`src/rtl/exs_pkg.sv`:
```
package exs_pkg;

    localparam int CLS_W = 4;

    typedef enum logic [CLS_W-1:0] {
        CLS_IALU    = 4'd0,
        CLS_BRANCH  = 4'd1,
        CLS_SYSCALL = 4'd2,
        CLS_IMUL    = 4'd3,
        CLS_IDIV    = 4'd4,
        CLS_FNCP    = 4'd8,
        CLS_FMA     = 4'd9,
        CLS_FDIV    = 4'd10,
        CLS_FSQRT   = 4'd11,
        CLS_FCVT    = 4'd12
    } op_class_e;

    function automatic int imax(input int a, input int b);
        return (a > b) ? a : b;
    endfunction

endpackage

```
`src/rtl/exs_lat_sel.sv`:
```
module exs_lat_sel
    import exs_pkg::*;
#(
    parameter int XLEN      = 32,
    parameter int LAT_IMUL  = 2,
    parameter int LAT_FMA   = 3,
    parameter int LAT_FDIV  = 15,
    parameter int LAT_FSQRT = 19,
    parameter int LAT_FCVT  = 4,
    parameter int LAT_W     = 6
) (
    input  logic [CLS_W-1:0] cls_i,
    output logic [LAT_W-1:0] lat_o,
    output logic             legal_o
);

    always_comb begin
        legal_o = 1'b1;
        lat_o   = '0;
        case (cls_i)
            CLS_IALU, CLS_BRANCH, CLS_SYSCALL, CLS_IMUL:
                lat_o = LAT_W'(LAT_IMUL + 1);
            CLS_IDIV:  lat_o = LAT_W'(XLEN + 1);
            CLS_FNCP:  lat_o = LAT_W'(2);
            CLS_FMA:   lat_o = LAT_W'(LAT_FMA + 1);
            CLS_FDIV:  lat_o = LAT_W'(LAT_FDIV + 1);
            CLS_FSQRT: lat_o = LAT_W'(LAT_FSQRT + 1);
            CLS_FCVT:  lat_o = LAT_W'(LAT_FCVT + 1);
            default:   legal_o = 1'b0;
        endcase
    end

endmodule

```
`src/rtl/exs_fifo.sv`:
```
module exs_fifo #(
    parameter int W     = 8,
    parameter int DEPTH = 4
) (
    input  logic         clk_i,
    input  logic         rst_ni,
    input  logic         push_i,
    input  logic [W-1:0] data_i,
    output logic         ready_o,
    input  logic         pop_i,
    output logic         vld_o,
    output logic [W-1:0] data_o
);

    localparam int PTR_W = (DEPTH > 1) ? $clog2(DEPTH) : 1;
    localparam int CNT_W = $clog2(DEPTH + 1);

    typedef struct packed {
        logic [DEPTH-1:0][W-1:0] mem;
        logic [PTR_W-1:0]        rd;
        logic [PTR_W-1:0]        wr;
        logic [CNT_W-1:0]        cnt;
    } fifo_t;

    fifo_t st_d, st_q;
    logic  do_push, do_pop;

    assign ready_o = (st_q.cnt != CNT_W'(DEPTH));
    assign vld_o   = (st_q.cnt != '0);
    assign data_o  = st_q.mem[st_q.rd];
    assign do_push = push_i && ready_o;
    assign do_pop  = pop_i && vld_o;

    always_comb begin
        st_d = st_q;
        if (do_push) begin
            st_d.mem[st_q.wr] = data_i;
            st_d.wr = (st_q.wr == PTR_W'(DEPTH - 1)) ? '0 : st_q.wr + 1'b1;
        end
        if (do_pop) begin
            st_d.rd = (st_q.rd == PTR_W'(DEPTH - 1)) ? '0 : st_q.rd + 1'b1;
        end
        case ({do_push, do_pop})
            2'b10:   st_d.cnt = st_q.cnt + 1'b1;
            2'b01:   st_d.cnt = st_q.cnt - 1'b1;
            default: st_d.cnt = st_q.cnt;
        endcase
    end

    always_ff @(posedge clk_i) begin
        if (!rst_ni) begin
            st_q <= '0;
        end else begin
            st_q <= st_d;
        end
    end

    // a pop is only requested while an entry is present
    assert_pop_nonempty_R1: assert property (@(posedge clk_i) disable iff (!rst_ni)
        pop_i |-> vld_o);

    // a push against a full queue leaves the count as the pop alone makes it
    assert_full_push_ignored_R8: assert property (@(posedge clk_i) disable iff (!rst_ni)
        (push_i && !ready_o) |=> (int'(st_q.cnt) == int'($past(st_q.cnt)) - int'($past(pop_i))));

endmodule

```
`src/rtl/exs_delay_line.sv`:
```
module exs_delay_line #(
    parameter int DEPTH = 33,
    parameter int LAT_W = 6,
    parameter int TAG_W = 6
) (
    input  logic             clk_i,
    input  logic             rst_ni,
    input  logic             ins_valid_i,
    input  logic [LAT_W-1:0] ins_lat_i,
    input  logic [TAG_W-1:0] ins_tag_i,
    output logic             accept_o,
    output logic             out_valid_o,
    output logic [TAG_W-1:0] out_tag_o
);

    typedef struct packed {
        logic [DEPTH-1:0]            vld;
        logic [DEPTH-1:0][TAG_W-1:0] tag;
    } line_t;

    line_t st_d, st_q;
    logic  booked;

    // Entry i of the line completes i cycles from now; a latency L lands on
    // entry L before the shift, which is entry L-1 after it.
    always_comb begin
        booked = 1'b0;
        for (int i = 0; i < DEPTH; i++) begin
            if (st_q.vld[i] && (int'(ins_lat_i) == i)) booked = 1'b1;
        end
    end

    assign accept_o = ins_valid_i && !booked;

    always_comb begin
        st_d = st_q;
        for (int i = 0; i < DEPTH - 1; i++) begin
            st_d.vld[i] = st_q.vld[i+1];
            st_d.tag[i] = st_q.tag[i+1];
        end
        st_d.vld[DEPTH-1] = 1'b0;
        if (accept_o) begin
            for (int i = 0; i < DEPTH; i++) begin
                if (int'(ins_lat_i) == i + 1) begin
                    st_d.vld[i] = 1'b1;
                    st_d.tag[i] = ins_tag_i;
                end
            end
        end
    end

    always_ff @(posedge clk_i) begin
        if (!rst_ni) begin
            st_q <= '0;
        end else begin
            st_q <= st_d;
        end
    end

    assign out_valid_o = st_q.vld[0];
    assign out_tag_o   = st_q.tag[0];

    // booked completions change only by the one leaving and the one entering
    assert_no_lost_completion_R5: assert property (@(posedge clk_i) disable iff (!rst_ni)
        1'b1 |=> ($countones(st_q.vld) ==
                  $countones($past(st_q.vld)) - int'($past(out_valid_o)) + int'($past(accept_o))));

    // an accepted latency lies inside the window of the line
    assert_lat_in_window_R5: assert property (@(posedge clk_i) disable iff (!rst_ni)
        accept_o |-> (ins_lat_i != '0 && int'(ins_lat_i) <= DEPTH));

endmodule

```
`src/rtl/exec_lat_sched.sv`:
```
module exec_lat_sched
    import exs_pkg::*;
#(
    parameter int NUM_SLOTS = 2,
    parameter int QDEPTH    = 4,
    parameter int NUM_WARPS = 8,
    parameter int TAG_W     = 6,
    parameter int XLEN      = 32,
    parameter int LAT_IMUL  = 2,
    parameter int LAT_FMA   = 3,
    parameter int LAT_FDIV  = 15,
    parameter int LAT_FSQRT = 19,
    parameter int LAT_FCVT  = 4,
    localparam int WID_W    = $clog2(NUM_WARPS)
) (
    input  logic                       clk_i,
    input  logic                       rst_ni,
    input  logic [NUM_SLOTS-1:0]       in_valid_i,
    input  logic [NUM_SLOTS*CLS_W-1:0] in_cls_i,
    input  logic [NUM_SLOTS*TAG_W-1:0] in_tag_i,
    input  logic [NUM_SLOTS*WID_W-1:0] in_wid_i,
    input  logic [NUM_SLOTS-1:0]       in_eop_i,
    input  logic [NUM_SLOTS-1:0]       in_fstall_i,
    output logic [NUM_SLOTS-1:0]       in_ready_o,
    input  logic [NUM_WARPS-1:0]       stall_set_i,
    output logic [NUM_SLOTS-1:0]       done_valid_o,
    output logic [NUM_SLOTS*TAG_W-1:0] done_tag_o,
    output logic [NUM_WARPS-1:0]       stalled_o,
    output logic                       bad_class_o
);

    localparam int DMAX = imax(imax(imax(LAT_IMUL + 1, XLEN + 1), imax(2, LAT_FMA + 1)),
                               imax(imax(LAT_FDIV + 1, LAT_FSQRT + 1), LAT_FCVT + 1));
    localparam int LAT_W   = $clog2(DMAX + 1);
    localparam int OFF_FS  = TAG_W;
    localparam int OFF_EOP = TAG_W + 1;
    localparam int OFF_WID = TAG_W + 2;
    localparam int OFF_CLS = TAG_W + 2 + WID_W;
    localparam int OPW     = OFF_CLS + CLS_W;

    typedef struct packed {
        logic [NUM_WARPS-1:0] stalled;
        logic                 bad;
    } ctl_t;

    ctl_t st_d, st_q;

    logic [NUM_SLOTS-1:0] h_vld;
    logic [NUM_SLOTS-1:0] legal;
    logic [NUM_SLOTS-1:0] accept;
    logic [NUM_SLOTS-1:0] pop;
    logic [NUM_SLOTS-1:0] h_eop;
    logic [NUM_SLOTS-1:0] h_fs;
    logic [TAG_W-1:0]     h_tag [NUM_SLOTS];
    logic [WID_W-1:0]     h_wid [NUM_SLOTS];
    logic [LAT_W-1:0]     h_lat [NUM_SLOTS];
    logic [NUM_WARPS-1:0] release_w;
    logic                 bad_hit;

    for (genvar s = 0; s < NUM_SLOTS; s++) begin : g_slot
        logic [OPW-1:0] in_op;
        logic [OPW-1:0] h_op;

        assign in_op = {in_cls_i[s*CLS_W +: CLS_W], in_wid_i[s*WID_W +: WID_W],
                        in_eop_i[s], in_fstall_i[s], in_tag_i[s*TAG_W +: TAG_W]};

        exs_fifo #(.W(OPW), .DEPTH(QDEPTH)) u_queue (
            .clk_i  (clk_i),
            .rst_ni (rst_ni),
            .push_i (in_valid_i[s]),
            .data_i (in_op),
            .ready_o(in_ready_o[s]),
            .pop_i  (pop[s]),
            .vld_o  (h_vld[s]),
            .data_o (h_op)
        );

        assign h_tag[s] = h_op[TAG_W-1:0];
        assign h_fs[s]  = h_op[OFF_FS];
        assign h_eop[s] = h_op[OFF_EOP];
        assign h_wid[s] = h_op[OFF_WID +: WID_W];

        exs_lat_sel #(
            .XLEN(XLEN), .LAT_IMUL(LAT_IMUL), .LAT_FMA(LAT_FMA), .LAT_FDIV(LAT_FDIV),
            .LAT_FSQRT(LAT_FSQRT), .LAT_FCVT(LAT_FCVT), .LAT_W(LAT_W)
        ) u_lat (
            .cls_i  (h_op[OFF_CLS +: CLS_W]),
            .lat_o  (h_lat[s]),
            .legal_o(legal[s])
        );

        exs_delay_line #(.DEPTH(DMAX), .LAT_W(LAT_W), .TAG_W(TAG_W)) u_line (
            .clk_i      (clk_i),
            .rst_ni     (rst_ni),
            .ins_valid_i(h_vld[s] && legal[s]),
            .ins_lat_i  (h_lat[s]),
            .ins_tag_i  (h_tag[s]),
            .accept_o   (accept[s]),
            .out_valid_o(done_valid_o[s]),
            .out_tag_o  (done_tag_o[s*TAG_W +: TAG_W])
        );

        // illegal heads are dropped at once; legal heads leave when booked
        assign pop[s] = h_vld[s] && (!legal[s] || accept[s]);
    end

    always_comb begin
        release_w = '0;
        bad_hit   = 1'b0;
        for (int s = 0; s < NUM_SLOTS; s++) begin
            if (pop[s] && legal[s] && h_eop[s] && h_fs[s]) release_w[h_wid[s]] = 1'b1;
            if (h_vld[s] && !legal[s]) bad_hit = 1'b1;
        end
        st_d.stalled = (st_q.stalled | stall_set_i) & ~release_w;
        st_d.bad     = st_q.bad | bad_hit;
    end

    always_ff @(posedge clk_i) begin
        if (!rst_ni) begin
            st_q <= '0;
        end else begin
            st_q <= st_d;
        end
    end

    assign stalled_o   = st_q.stalled;
    assign bad_class_o = st_q.bad;

    // a release only targets a warp that is currently marked stalled
    assert_release_needs_stall_R6: assert property (@(posedge clk_i) disable iff (!rst_ni)
        (|release_w) |-> ((release_w & ~stalled_o) == '0));

    // a released warp reads as not stalled after the edge
    assert_release_clears_R6: assert property (@(posedge clk_i) disable iff (!rst_ni)
        (|release_w) |=> ((stalled_o & $past(release_w)) == '0));

    // an illegal head raises the error flag
    assert_bad_on_illegal_R7: assert property (@(posedge clk_i) disable iff (!rst_ni)
        bad_hit |=> bad_class_o);

    // the error flag holds until reset
    assert_bad_sticky_R7: assert property (@(posedge clk_i) disable iff (!rst_ni)
        bad_class_o |=> bad_class_o);

endmodule

```
`config.mk`:
```
export PLATFORM = sky130hd
export DESIGN_NAME = exec_lat_sched
export DESIGN_NICKNAME = d
export VERILOG_FILES = /design/src/rtl/exs_pkg.sv /design/src/rtl/exs_lat_sel.sv /design/src/rtl/exs_fifo.sv /design/src/rtl/exs_delay_line.sv /design/src/rtl/exec_lat_sched.sv
export SDC_FILE = /design/constraint.sdc
export NUM_CORES = 1
export LEC_CHECK = 0
export ABC_AREA = 1
export BUFFER_PORTS_ARGS = -buffer_cell sky130_fd_sc_hd__buf_2
export CORE_ASPECT_RATIO = 0.6
export CORE_MARGIN = 5
export CORE_UTILIZATION = 55
export DETAILED_ROUTE_END_ITERATION = 10
export GPL_TIMING_DRIVEN = 0
export PLACE_DENSITY = 0.75
export SLEW_MARGIN = 5
export SYNTH_ARGS = -nofsm -noshare
export SYNTH_HDL_FRONTEND = slang
export SYNTH_SLANG_ARGS = --single-unit
export TNS_END_PERCENT = 30
```
`constraint.sdc`:
```
create_clock -name clk_i -period 2.7 [get_ports clk_i]
set_clock_uncertainty 0.05 [all_clocks]
set_input_delay 0.135 -clock clk_i [delete_from_list [all_inputs] [get_ports clk_i]]
set_output_delay 0.135 -clock clk_i [all_outputs]
set_load 0.02 [all_outputs]
```
# After elaboration in Yosys (flattened, before gate mapping)
# Index checks and enable logic that the tools add are counted.
[totals]
register_bits = 605
output_inout_bits = 25
word_cells = 541
input_bits = 42
[classes]
eq_ne = 94
addsub = 8
n_mux = 228
n_lt_le_gt_ge = 10
reduce_logical = 110
n_bitwise = 5
[ops]
columns = ["operator", "n"]
rows = [
  ["$mux W230", 2],
  ["$mux W6", 66],
  ["$eq A6 B6 Y1 const B", 36],
  ["$mux W1", 138],
  ["$bwmux W60", 2],
  ["$eq A6 B5 Y1 const B", 16],
  ["$logic_and A1 B1 Y1", 88],
  ["$pmux W6 S7", 2],
  ["$bmux W15 S2", 2],
  ["$demux W15 S2", 2],
  ["$mux W15", 4],
  ["$eq A6 B4 Y1 const B", 8],
  ["$eq A4 B4 Y1 const B", 10],
  ["$eq A6 B3 Y1 const B", 4],
  ["$reduce_or A10 Y1", 2],
  ["$eq A4 B2 Y1 const B", 4],
  ["$mux W8", 2],
  ["$or A8 B8 Y8", 2],
  ["$eq A2 B2 Y1 const B", 6],
  ["$eq A6 B2 Y1 const B", 2],
  ["$logic_not A6 Y1", 2],
  ["$lt A2 B3 Y1 const B", 4],
  ["$pmux W3 S2", 2],
  ["$add A2 B1 Y2 const B", 4],
  ["21 further kinds", 45],
]

# Longest topological paths before layout
# Gate-level depths: netlist of run 1.
[depth]
ltp_word = 52
mapped_depth = 21
mapped_depth_nobuf = 18

# Modules after synthesis
# Synthesis of run 1 repeated with hierarchy kept, for this count alone.
[hier_totals]
cells_unflattened = 4699
area_unflattened_um2 = 30800.8
[by_module_without_submodules]
columns = ["mod", "cells_per_inst", "instances", "area_each_um2", "seq_area_each_um2"]
rows = [
  ["exs_delay_line", 1670, 2, 11239.5, 4624.4],
  ["exs_fifo", 611, 2, 3802.4, 1341.3],
  ["exec_lat_sched", 103, 1, 571.8, 180.2],
  ["exs_lat_sel", 17, 2, 72.6, 0.0],
]

# Least setup slack after synthesis of run 1
# Ideal clock, no wire load.
[synth_path]
path_type = "register to register"
from = "register g_slot[1].u_queue.st_q[5] in the netlist's numbering"
to = "register g_slot[1].u_queue.st_q[2] in the netlist's numbering"
setup_time_ns = 0.122
stages_incl_launch_ff = 21
required_time_ns = 2.528
path_buffers = 3
setup_slack_ns = -0.060
synth_period_minus_slack_ns = 2.760
arrival_ns = 2.587
path_cell_list = "dfxtp_1 buf_6 inv_4 buf_6 nand2_4 nand3_2 nand2_2 nand2_2 a21oi_2 nand2_1 nor2_4 nand2_4 buf_12 nand2_4 ha_1 inv_1 fa_1 a21oi_1 o21ai_0 o21ai_0 a21oi_1"
[synth_between]
elab_chain_cells = 47
word_cells_on_any_way = 126
classes_between = "eq/ne (43); mux (38); reduce/logical (45)"
[synth_lines]
columns = ["item", "line_no", "source"]
rows = [
  ["from (decl)", "exs_fifo.sv:25", "fifo_t st_d, st_q;"],
  ["from (signal assigned)", "exs_fifo.sv:54", "st_q <= st_d;"],
  ["$bmux W15 S2 *", "exs_fifo.sv:30", "assign data_o = st_q.mem[st_q.rd];"],
  ["$mux W15 (implied by the code) *", "exs_fifo.sv:30", ""],
  ["$eq A4 B1 Y1, or another cell as far along", "exs_lat_sel.sv:20", "case (cls_i)"],
  ["$reduce_or A4 Y1", "--", ""],
  ["$pmux W6 S7", "exs_lat_sel.sv:20", ""],
  ["$logic_not A6 Y1", "exs_delay_line.sv:29", "if (st_q.vld[i] && (int'(ins_lat_i) == i)) booked = 1'b1;"],
  ["$logic_and A1 B1 Y1", "exs_delay_line.sv:29", ""],
  ["$mux W1 (33 in a row)", "exs_delay_line.sv:29", ""],
  ["$logic_not A1 Y1", "exs_delay_line.sv:33", "assign accept_o = ins_valid_i && !booked;"],
  ["$logic_and A1 B1 Y1", "exs_delay_line.sv:33", ""],
  ["$logic_or A1 B1 Y1 *", "exec_lat_sched.sv:104", "assign pop[s] = h_vld[s] && (!legal[s] || accept[s]);"],
  ["$logic_and A1 B1 Y1 *", "exec_lat_sched.sv:104", ""],
  ["$logic_and A1 B1 Y1 *", "exs_fifo.sv:32", "assign do_pop = pop_i && vld_o;"],
  ["via g_slot[1].u_queue.do_pop", "exs_fifo.sv:26", "logic do_push, do_pop;"],
  ["$eq A2 B1 Y1 / $eq A2 B2 Y1 (equally long branches)", "exs_fifo.sv:43", "case ({do_push, do_pop})"],
  ["$pmux W3 S2 / $reduce_bool A2 Y1 (equally long branches)", "--", ""],
]
# The timed path passes the listed nets; every way through them passes the cells marked *. The select of a mux whose other input is x is not followed.
# A chain may end at the register's enable or synchronous reset.

# Final worst setup path of run 1
[layout_path]
from = "register g_slot[1].u_queue.st_q[5] in the netlist's numbering"
to = "register g_slot[1].u_line.st_q[192] in the netlist's numbering"
[layout_between]
elab_chain_cells = 43
word_cells_on_any_way = 120
classes_between = "eq/ne (42); mux (37); reduce/logical (41)"
[layout_lines]
columns = ["item", "line_no", "source"]
rows = [
  ["$bmux W15 S2 *", "exs_fifo.sv:30", ""],
  ["$mux W15 (implied by the code) *", "exs_fifo.sv:30", ""],
  ["$eq A4 B1 Y1, or another cell as far along", "exs_lat_sel.sv:20", ""],
  ["$reduce_or A4 Y1", "--", ""],
  ["$pmux W6 S7", "exs_lat_sel.sv:20", ""],
  ["$logic_not A6 Y1", "exs_delay_line.sv:29", ""],
  ["$logic_and A1 B1 Y1", "exs_delay_line.sv:29", ""],
  ["$mux W1 (33 in a row)", "exs_delay_line.sv:29", ""],
  ["$logic_not A1 Y1", "exs_delay_line.sv:33", ""],
  ["$logic_and A1 B1 Y1", "exs_delay_line.sv:33", ""],
  ["$reduce_and A2 Y1 (no source line)", "--", ""],
  ["to (signal assigned)", "exs_delay_line.sv:56", "st_q <= st_d;"],
  ["to (decl)", "exs_delay_line.sv:21", "line_t st_d, st_q;"],
]
# Every way passes the cells marked *; elsewhere a longest branch is shown, timed or not. The select of a mux whose other input is x is not followed.

==> results of run 1 <==
## registers in the layout (all words and copies together) (netlist names)
name / cells
bad_class_o: 1
g_slot.u_line.out_tag_o: 12
g_slot.u_line.out_valid_o: 2
g_slot.u_line.st_q: 448
g_slot.u_queue.st_q: 134
stalled_o: 8
## kinds of logic after synthesis
| family | after synthesis | share of synthesized area (%) |
|---|---|---|
| AO/OA/AOI/OAI | 329 | 8.46 |
| flip-flops | 605 | 57.4 |
| AND/OR/NAND/NOR | 1100 | 22.1 |
| buffers and inverters | 579 | 11.1 |
| adder cells (fa/ha/maj) | 14 | 0.902 |
## final timing paths
kind / startpoint / to / slack, ps / depth (start not counted)
max: g_slot[1].u_queue.st_q[5]$_SDFFE_PN0P_ / g_slot[1].u_line.st_q[192]$_SDFFE_PN0P_ / 0.6 / 8
min: in_valid_i[1] / g_slot[1].u_queue.st_q[3]$_SDFFE_PN0P_ / 10 / 3
max reg2reg: g_slot[1].u_queue.st_q[5]$_SDFFE_PN0P_ / g_slot[1].u_line.st_q[192]$_SDFFE_PN0P_ / 0.6 / 8
min reg2reg: g_slot[0].u_line.st_q[107]$_SDFF_PN0_ / g_slot[0].u_line.st_q[101]$_SDFF_PN0_ / 350 / 2
## timing repair
item / in CTS / in global routing
cloned: 0 / 1
gates resized for setup: 41 / 75
endpoints found under the setup margin: 4 / 37
pin swaps: 17 / 43
buffers inserted: 15 / 15
hold buffers: 39 / 0
endpoints found under the hold margin: 136 / 0
## layout make-up
class / instances / area [µm²]
Buffer: 144 / 729
Clock buffer: 67 / 1430
Clock inverter: 25 / 259
Fill cell: 3044 / 13000
Inverter: 433 / 1660
Multi-Input combinational cell: 1443 / 6990
Sequential cell: 605 / 12100
Tap cell: 513 / 642
Timing Repair Buffer: 135 / 973
## report_power, final
part	internal [mW]	leakage, nW	switching, mW
Sequential	9.39	4.89	0.232
Combinational	1.87	6.82	3.87
Clock	4.12	0.835	3.32
## cells in the mapped netlist, drive strengths merged
library cell	n	share of area [%]
fa	2	0.19
a21boi	1	0.053
clkinv	3	0.059
nor2	160	3.6
buf	47	1.6
a32oi	8	0.33
nand2	748	14
a21oi	196	5.0
o21ai	109	2.6
clkbuf	99	1.8
a22oi	1	0.059
o22ai	4	0.12
inv	430	7.7
and2	2	0.059
dfxtp	605	57
nand4	8	0.24
ha	12	0.71
nor3	7	0.17
nand3b	2	0.071
nand3	173	4.2
o21a	10	0.36
## worst max-delay path: cells and delay by family (launching register included)
family                 cells  cell delay [ps]
AND/OR/NAND/NOR            1              180
AO/OA/AOI/OAI              3             1170
buffers and inverters      4              890
flip-flops                 1              340
## stage by stage
stage / hold slack (ps) / utilization (%) / power (mW)
3_5_place_dp: 344 / 58.4 / 14.4
5_1_grt: 31.3 / 65.6 / 23.7
6_report: 9.56 / 65.6 / 22.8
4_1_cts: 9.31 / 64.6 / 22.2
3_3_place_gp: 338 / 58.4 / 14.3
2_1_floorplan: 253 / - / 13.0
## per-layer routing
metal  share of wire, %  global-route usage (%)  vias to the layer above  wire (µm)
li1                   -                       -                     8314          -
met1                 45                    32.7                     7961      22700
met2                 43                    35.7                      774      22100
met3                9.5                    5.01                      116       4840
met4                2.4                    6.39                        0       1220
met5                  0                       0                        -          0
==> flow_summary_export.csv, run 1 <==
group,metric,value,unit
outcome,status,"completed",
final_layout,mostFrequentLayoutCells,"nand2_1 (696), dfxtp_1 (601), inv_1 (417)",
clock_tree,root_buffer,"clkbuf_16",
floorplanning,ios,67,
detailed_routing,drc,0,
clock_tree,cts_buffers,50,
synth,synthDistinctLibCells,36,
final_layout,layout-area-overhead-vs-synth,17.6,%
place,dp_hpwl,34.3,mm
grt,grt_pass1_wl,80.9,mm
floorplanning,core_area,37800,µm²
setup_path,crit_required,3170,ps
timing,fin_ws,0.586,ps
detailed_routing,drt-initial-drc-count,1616,
timing,period_share,100,%
grt,grt_pass1_vias,16000,
timing,fin_crit,2700,ps
clock_tree,clock_latency,590,ps
place,gp_congestion,0.913,
synth,avgSynthCellArea,8.03,µm²
hold_path,hold_class,"in2reg",
clock_tree,cts_tree,"built",
synth,syn-num-nets,2683,
detailed_routing,first_pass_iters,7,
pwr,ir_drop,0.499,mV
clock_tree,cts_buffer_depth,3,
timing,tns,0,ps
grt,gr-total-overflow,0,
timing,slew_headroom,30.6,%
floorplanning,rows,55,
pwr,power.density,919,nW/µm²
final_layout,drive_above_1_share,12.4,%
timing,finalHoldViolCount,0,
place,portBuffers,65,
timing,setup_violations,0,
setup_path,slowest_stage,"o22ai_1",
synth,synthesis.area,21100,µm²
floorplanning,die_y,162,µm
place,placed_cells,3205,
synth,ys_seq_elements,605,
pwr,p_leak,12.5,nW
clock_tree,clock_sinks,605,
floorplanning,start_util,55.8,%
floorplanning,die_x,263,µm
setup_path,endpoint_kind,"register",
setup_path,arrival,3170,ps
setup_path,crit_path_start_kind,"register",
timing,max_freq,0.370,GHz
final_layout,final_area,24800,µm²
setup_path,critPathKind,"reg2reg",
final_layout,mostFrequentLayoutCell,"nand2_1",
timing,rsz0062_at_grt,"yes",
clock_tree,h-tree-depth,2,
setup_path,worstPathMaxFanout,10,
clock_tree,clk_pin_slew,70,ps
grt,grt_usage,23.0,%
grt,grt_max_degree,18,
grt,antenna_found_initial,0,
synth,yosysSeqAreaShare,57.4,%
timing,drv_slew,0,
flow_run,drv_cap,0,
final_layout,finalNonFillerCells,3365,
setup_path,slowest_delay,820,ps
detailed_routing,routed_wl,50.8,mm
detailed_routing,viasPerCell,5.10,
floorplanning,dieArea,42500,µm²
final_layout,diodes,0,
place,dpl_cell_area,22100,µm²
setup_path,crit_chain,"buf_6, buf_8, buf_4, clkbuf_1, o21ai_0, o22ai_1, nor3_1, a21oi_2",
synth,ys_warn_count,0,
detailed_routing,antenna_left,0,
detailed_routing,wl_per_cell,15.1,µm
timing,worst_pin_slew,1040,ps
place,dpl_worst_slack,-470,ps
detailed_routing,vias,17200,
synth,synthCells,2627,
final_layout,nNetsFinal,2868,
No activity file was read; power rests on OpenSTA's default activity.
==> run 2, diff against run 1 <==
- CORE_UTILIZATION: 55 -> 58
- CTS_BUF_LIST: not set -> sky130_fd_sc_hd__clkbuf_4 sky130_fd_sc_hd__clkbuf_8
- GPL_ROUTABILITY_DRIVEN: not set -> 0
- MAX_ROUTING_LAYER: not set -> met4
- PLACE_DENSITY: 0.75 -> 0.78
==> run 2 against run 1 <==
The flow now finishes with violations (DRC, setup timing); clock power down 7.0%; setup slack got worse by 49 ps; design area shrank 1.4%; sequential power hardly changed; combinational power fell by 3.7%; routed wire length increased by 0.95%; critical path type unchanged; critical endpoint is now g_slot[1].u_line.st_q[194]$_SDFFE_PN0P_; largest power group unchanged.
==> flow_summary_export.csv, run 2 (same netlist as run 1, synthesis figures left out) <==
group,metric,value,unit
setup_path,arrival,3260,ps
clock_tree,cts_tree,"built",
grt,antenna_found_initial,0,
timing,tns,-92.6,ps
place,placed_cells,3168,
timing,slew_headroom,29.8,%
final_layout,multi_input_area,6840,µm²
timing,worst_pin_slew,1050,ps
flow_run,drv_cap,0,
grt,grt_max_degree,12,
pwr,ir_drop,0.552,mV
grt,gr-total-overflow,0,
timing,drv_slew,0,
timing,period_share,102,%
detailed_routing,drt-initial-drc-count,1821,
timing,setup_violations,4,
detailed_routing,first_pass_iters,9,
floorplanning,ios,67,
final_layout,diodes,0,
clock_tree,cts_buffers,79,
detailed_routing,wl_per_cell,15.3,µm
hold_path,hold_class,"in2reg",
clock_tree,clk_pin_slew,70,ps
final_layout,drive_above_1_share,12.8,%
setup_path,crit_path_start_kind,"register",
final_layout,mostFrequentLayoutCell,"nand2_1",
detailed_routing,antenna_left,0,
timing,max_freq,0.364,GHz
pwr,finalPower,22.1,mW
floorplanning,die_y,158,µm
final_layout,mostFrequentLayoutCells,"nand2_1 (710), dfxtp_1 (601), inv_1 (418)",
detailed_routing,routed_wl,51.3,mm
detailed_routing,drc,1,
setup_path,critPathKind,"reg2reg",
grt,grt_usage,25.4,%
clock_tree,clock_latency,650,ps
outcome,violations,"DRC, setup timing",
detailed_routing,vias,17500,
pwr,p_leak,12.4,nW
clock_tree,h-tree-depth,3,
clock_tree,clock_sinks,605,
final_layout,nNetsFinal,2894,
floorplanning,core_area,36100,µm²
final_layout,largest_register_ffs,448,
final_layout,nFillCells,2790,
final_layout,regArea,12100,µm²
detailed_routing,viasPerCell,5.20,
final_layout,layout-area-overhead-vs-synth,16.0,%
floorplanning,rows,54,
setup_path,endpoint_kind,"register",
floorplanning,die_x,256,µm
pwr,power.density,902,nW/µm²
place,portBuffers,65,
setup_path,worstPathMaxFanout,10,
floorplanning,start_util,58.3,%
timing,fin_crit,2750,ps
timing,finalHoldViolCount,0,
setup_path,crit_required,3210,ps
clock_tree,cts_buffer_depth,3,
final_layout,finalNonFillerCells,3363,
place,dp_hpwl,34.4,mm
clock_tree,root_buffer,"clkbuf_8",
grt,grt_pass1_wl,81.9,mm
timing,fin_ws,-48.7,ps
outcome,status,"finished, violations left",
timing,rsz0062_at_grt,"yes",
final_layout,regMostFlops,"g_slot.u_line.st_q",
grt,grt_pass1_vias,16800,
floorplanning,dieArea,40400,µm²
## run 2: stage by stage
step	instance area (µm²)	hold slack (ps)	util, %	worst slack, ps
after global routing	24500	282	67.7	-213
after detailed placement	22000	343	60.9	-455
final	24500	235	67.7	-48.7
after global placement	22000	338	60.9	-307
after CTS	24300	214	67.1	1.79
after floorplan	21100	253	-	-0.583
## run 2: what timing repair did
action / CTS / global route
resized for setup: 35 / 38
setup buffers: 15 / 10
pin swaps: 14 / 21
endpoints found under the setup margin: 4 / 26
hold buffers: 41 / 0
endpoints found under the hold margin: 142 / 0
## run 2: power by group
| group | total, mW | internal [mW] | leakage, nW | switching [mW] |
|---|---|---|---|---|
| Combinational | 5.53 | 1.75 | 6.71 | 3.79 |
| Clock | 6.91 | 3.66 | 0.842 | 3.26 |
| Sequential | 9.62 | 9.39 | 4.89 | 0.227 |
| Total | 22.1 | 14.8 | 12.4 | 7.28 |
## run 2: area by class of cell
cell class,instances,area share [%]
repair buffers,131,3.78
well taps,476,2.44
inverters,433,6.78
flip-flops and latches,605,49.6
clock buffers,117,6.00
multi-input cells,1443,28.0
plain buffers,145,2.98
clock inverters,13,0.517
## run 2: metal layers
layer  routed length (µm)  vias to the layer above  track usage [%]
met4                 1450                        0             8.93
li1                     -                     8372                -
met5                    0                        -                -
met3                 5090                      168             5.60
met2                22400                      832             39.1
met1                22400                     8100             33.7
## run 2: path summary, 6_finish.rpt
path                                                from                                       to  slack (ps)  cells past startpoint
setup / recovery  g_slot[1].u_queue.st_q[5]$_SDFFE_PN0P_  g_slot[1].u_line.st_q[194]$_SDFFE_PN0P_         -50                      8
hold / removal                                    rst_ni     g_slot[1].u_line.st_q[21]$_SDFF_PN0_         240                      4
setup reg to reg  g_slot[1].u_queue.st_q[5]$_SDFFE_PN0P_  g_slot[1].u_line.st_q[194]$_SDFFE_PN0P_         -50                      8
hold reg to reg    g_slot[0].u_line.st_q[102]$_SDFF_PN0_     g_slot[0].u_line.st_q[96]$_SDFF_PN0_         340                      2
## run 2: critical path: stages, from the launching register on
cell and delay (ps):
dfxtp_2 350, buf_8 140, buf_8 120, buf_4 160
clkbuf_1 470, o21ai_0 230, o22ai_1 840, nor3_1 150
a21oi_2 150
